[config.mk]
export PLATFORM = sky130hd
export DESIGN_NAME = rtc_alarm_irq
export DESIGN_NICKNAME = d
export VERILOG_FILES = /design/src/rtl/rtc_alarm_irq.sv
export SDC_FILE = /design/constraint.sdc
export NUM_CORES = 1
export LEC_CHECK = 0
export ABC_CLOCK_PERIOD_IN_PS = 1800
export BUFFER_PORTS_ARGS = -buffer_cell sky130_fd_sc_hd__buf_2
export CAP_MARGIN = 30
export CORE_MARGIN = 3
export CORE_UTILIZATION = 46
export CTS_BUF_LIST = sky130_fd_sc_hd__clkbuf_4
export DETAILED_ROUTE_END_ITERATION = 12
export PLACE_DENSITY = 0.79
export SYNTH_ARGS = -nofsm -noshare
export SYNTH_HDL_FRONTEND = slang
export SYNTH_SLANG_ARGS = --single-unit
[constraint.sdc]
create_clock -name clk -period 1.8 [get_ports clk]
set_input_delay 0.45 -clock clk [delete_from_list [all_inputs] [get_ports clk]]
set_output_delay 0.45 -clock clk [all_outputs]
set_load 0.05 [all_outputs]
[src/rtl/rtc_alarm_irq.sv]
module rtc_alarm_irq #(
  parameter int DW = 8,
  parameter int AW = 4
) (
  input  logic          clk,
  input  logic          rst_n,
  input  logic          upd_done,
  input  logic [DW-1:0] cur_sec,
  input  logic [DW-1:0] cur_min,
  input  logic [DW-1:0] cur_hour,
  input  logic          per_tick,
  input  logic          wr_en,
  input  logic [AW-1:0] wr_addr,
  input  logic [DW-1:0] wr_data,
  input  logic          flag_rd,
  output logic [DW-1:0] flags,
  output logic          irq
);
  localparam logic [AW-1:0] A_ASEC  = AW'(4'h1);
  localparam logic [AW-1:0] A_AMIN  = AW'(4'h3);
  localparam logic [AW-1:0] A_AHOUR = AW'(4'h5);
  localparam logic [AW-1:0] A_CTL   = AW'(4'hB);

  logic [DW-1:0] alm_s, alm_m, alm_h, ctl;
  logic [2:0]    ev_pending;
  logic          master;

  function automatic logic fld_hit(input logic [DW-1:0] alm, input logic [DW-1:0] cur);
    return (alm[DW-1:DW-2] == 2'b11) || (alm == cur);
  endfunction

  logic hit, ctl_wr;
  logic [2:0] ev, en_now, base, pend_nx;
  logic master_nx;

  assign hit    = fld_hit(alm_s, cur_sec) && fld_hit(alm_m, cur_min) && fld_hit(alm_h, cur_hour);
  assign ctl_wr = wr_en && (wr_addr == A_CTL);
  assign ev     = {per_tick, upd_done && hit, upd_done};
  assign en_now = ctl_wr ? wr_data[6:4] : ctl[6:4];
  assign base   = flag_rd ? 3'b000 : ev_pending;
  assign pend_nx = base | ev;

  always_comb begin
    master_nx = flag_rd ? 1'b0 : master;
    if (|(ev & ~base & en_now)) master_nx = 1'b1;
    if (ctl_wr) master_nx = |(wr_data[6:4] & pend_nx);
  end

  always_ff @(posedge clk or negedge rst_n) begin
    if (!rst_n) begin
      alm_s <= '0;
      alm_m <= '0;
      alm_h <= '0;
      ctl <= '0;
      ev_pending <= '0;
      master <= 1'b0;
    end else begin
      if (wr_en && wr_addr == A_ASEC)  alm_s <= wr_data;
      if (wr_en && wr_addr == A_AMIN)  alm_m <= wr_data;
      if (wr_en && wr_addr == A_AHOUR) alm_h <= wr_data;
      if (ctl_wr) ctl <= wr_data;
      ev_pending <= pend_nx;
      master <= master_nx;
    end
  end

  assign flags = {master, ev_pending, {(DW-4){1'b0}}};
  assign irq   = master;

  a_r2_update_flag: assert property (@(posedge clk) disable iff (!rst_n)
    upd_done |=> flags[4]);
  a_r5_periodic_flag: assert property (@(posedge clk) disable iff (!rst_n)
    per_tick |=> flags[6]);
  a_r7_read_clears: assert property (@(posedge clk) disable iff (!rst_n)
    (flag_rd && !upd_done && !per_tick) |=> (flags == '0 && !irq));
  a_r6_irq_needs_flag: assert property (@(posedge clk) disable iff (!rst_n)
    irq |-> (flags[6:4] != 3'b000));
  a_r9_readonly_write: assert property (@(posedge clk) disable iff (!rst_n)
    (wr_en && (wr_addr == AW'(4'hC) || wr_addr == AW'(4'hD)) && !upd_done && !per_tick && !flag_rd)
    |=> ($stable(flags) && $stable(irq)));
  a_r8_event_survives_read: assert property (@(posedge clk) disable iff (!rst_n)
    (flag_rd && upd_done) |=> flags[4]);
endmodule

==> metrics.yaml <==
cells_and_area:
  nets: 221
  fillers: 297
  drive_above_1_share: 0.478
  insertedDiodeCount: 0
  area_growth_pct: 20.6
sta:
  fmax_ghz: 0.702
  hold_viol: 0
  skew_ns: 0.00731
  period_share: 0.792
  finalCriticalPeriod_ns: 1.43
  slew_viol_final: 0
  worst_slew_pin_slew_ns: 0.682
  timing.hold.ws_ns: 0.158
  finalSetupTns_ns: 0
  setup_viol: 0
  grt_setup_unrepaired: "no"
  relSlewSlack: 0.545
setup_path:
  cp_max_fo: 3
  path_buf_inv: 1
  timing.critical_path.arrival_ns: 0.98
  path_cells: "buf_2"
  path_delay_family: "flip-flops"
  critPathLaunchType: "flip-flop"
  critPathSlowestCell: "dfrtp_1"
  critPathMaxStageDelay_ns: 0.38
  crit_type: "reg2out"
  worstSetupEndpointType: "primary output"
  required_ns: 1.35
clock_network:
  cts_root_buffer: "clkbuf_4"
  clockBufferDepth: 2
  cts_hold_buf: 0
  cts_tree: "done"
  cts_buffers: 5
  clock_sinks: 31
  worstSkewPairLatency_ns: 0.33
  cts_resized: 0
  cts_max_level: 2
  cts_setup_buffers: 0
  path_clk_slew_ns: 0.09
placed_design:
  finalWeightedCongestion: 0.746
  dp_hpwl_um: 2780
  portBuffers: 46
synthesis:
  synth.distinct_cells: 22
  synthArstFlopShare: 1.00
  synthTopCellsByCount: "dfrtp_1 (31), mux2_2 (27), xnor2_1 (24)"
  syn_area_um2: 1590
  ys_seq_area_frac: 0.489
  ys.flop_type: "dfrtp_1"
  yosysMostFrequentCell: "dfrtp_1"
  yosys.area.top_type: "dfrtp_1"
  ys_ff_latch: 31
  synth_edf_count: 0
  synth_top_area_frac: 0.489
  synth_cells: 126
  yosys_warnings: 0
  avgSynthCellArea_um2: 12.6
  synthTopCellsByArea: "dfrtp_1 (49%), mux2_2 (19%), xnor2_1 (13%)"
global_route:
  grt_usage: 0.187
  antenna_found_initial: 0
  grt_pass1_vias: 1285
  grt_pass1_wl_um: 5840
  grt_max_degree: 32
  gr-total-overflow: 0
floorplanning:
  num_rows: 20
  start_util: 0.499
  fp.dieArea_um2: 4190
  die_x_um: 64.7
  coreArea_um2: 3180
  io_pins: 51
  die_h_um: 64.7
status:
  outcome: "complete, no violations"
routing:
  first_iter_violations: 34
  vias_per_cell: 5.15
  drt_wl_total_um: 3450
  first_pass_iters: 3
  drc: 0
  num_vias: 1154
  avgRoutedWirePerCell_um: 15.4
  drtAntennaViolNets: 0
pwr:
  p_leak_nw: 0.868
  powerDensity_nw_per_um2: 970
  peakVddDrop_v: 0.000570
worst_hold_path:
  min_path_type: "in2async"
flow_run:
  drv_cap: 0
==> layout make-up <==
class / instances / area (um^2) / area share
Clock buffer: 6 / 45.0 / 0.0236
Clock inverter: 2 / 7.51 / 0.00393
Inverter: 1 / 3.75 / 0.00196
Multi-Input combinational cell: 92 / 779 / 0.408
Sequential cell: 31 / 776 / 0.406
Tap cell: 44 / 55.1 / 0.0288
Timing Repair Buffer: 48 / 245 / 0.128
==> power by group <==
group	total [mW]	internal, mW	switching, mW
clock network	0.378	0.159	0.218
registers	0.958	0.846	0.112
logic	0.518	0.277	0.241
total	1.85	1.28	0.571
==> registers in the layout, summed over array words and instances (netlist names) <==
register and flops:
alm_h 8, alm_m 8, alm_s 8, ctl 3
ev_pending 3, irq 1
==> metrics by stage <==
step	cell area [um^2]	std cells	worst slack [ns]	power, mW	utilization
3_5_place_dp	1860	216	0.130	1.50	0.585
2_1_floorplan	1600	129	0.243	1.34	-
6_report	1910	224	0.375	1.85	0.602
4_1_cts	1910	224	0.365	1.87	0.602
3_3_place_gp	1860	216	0.187	1.46	0.585
5_1_grt	1910	224	0.268	1.99	0.602
==> layer usage <==
layer	routed length (um)	global-route usage	up-vias	share of wire
li1	-	-	543	-
met1	1370	0.212	569	0.40
met5	0	0	-	0
met4	44	0.0633	0	0.013
met3	205	0.0537	6	0.059
met2	1830	0.332	36	0.53
==> cells in the final DEF (no fill, tap or decap), drive strengths merged, types with 2 or more instances in the layout <==
cell / synthesis / layout
clkbuf: 0 / 6
buf: 5 / 48
nor2b: 4 / 4
dfrtp: 31 / 31
conb: 1 / 4
nand4: 8 / 8
nand2: 9 / 9
or2: 2 / 2
mux2: 27 / 27
clkinv: 0 / 2
xnor2: 24 / 24
o21ai: 4 / 4
==> worst paths after layout <==
kind / startpoint / depth (start not counted) / end / slack [ns]
min: rst_n / 1 / alm_m[3] / 0.16
min reg2reg: ctl[5] / 1 / ctl[5] / 0.51
max in group asynchronous: rst_n / 1 / alm_s[5] / 1.20
min in group clk: per_tick / 2 / ev_pending[2] / 0.36
max: ev_pending[2] / 1 / flags[6] / 0.37
max reg2reg: alm_h[7] / 5 / irq / 0.42
==> kinds of logic after synthesis <==
group           after synthesis  share of synthesized area
simple gates                 28                      0.118
mux                          28                      0.198
buf+inv                       6                     0.0260
flops                        31                      0.489
xor+xnor                     24                      0.133
compound gates                8                     0.0339
other cells                   1                    0.00237
Power figures use the tool's default switching activity.
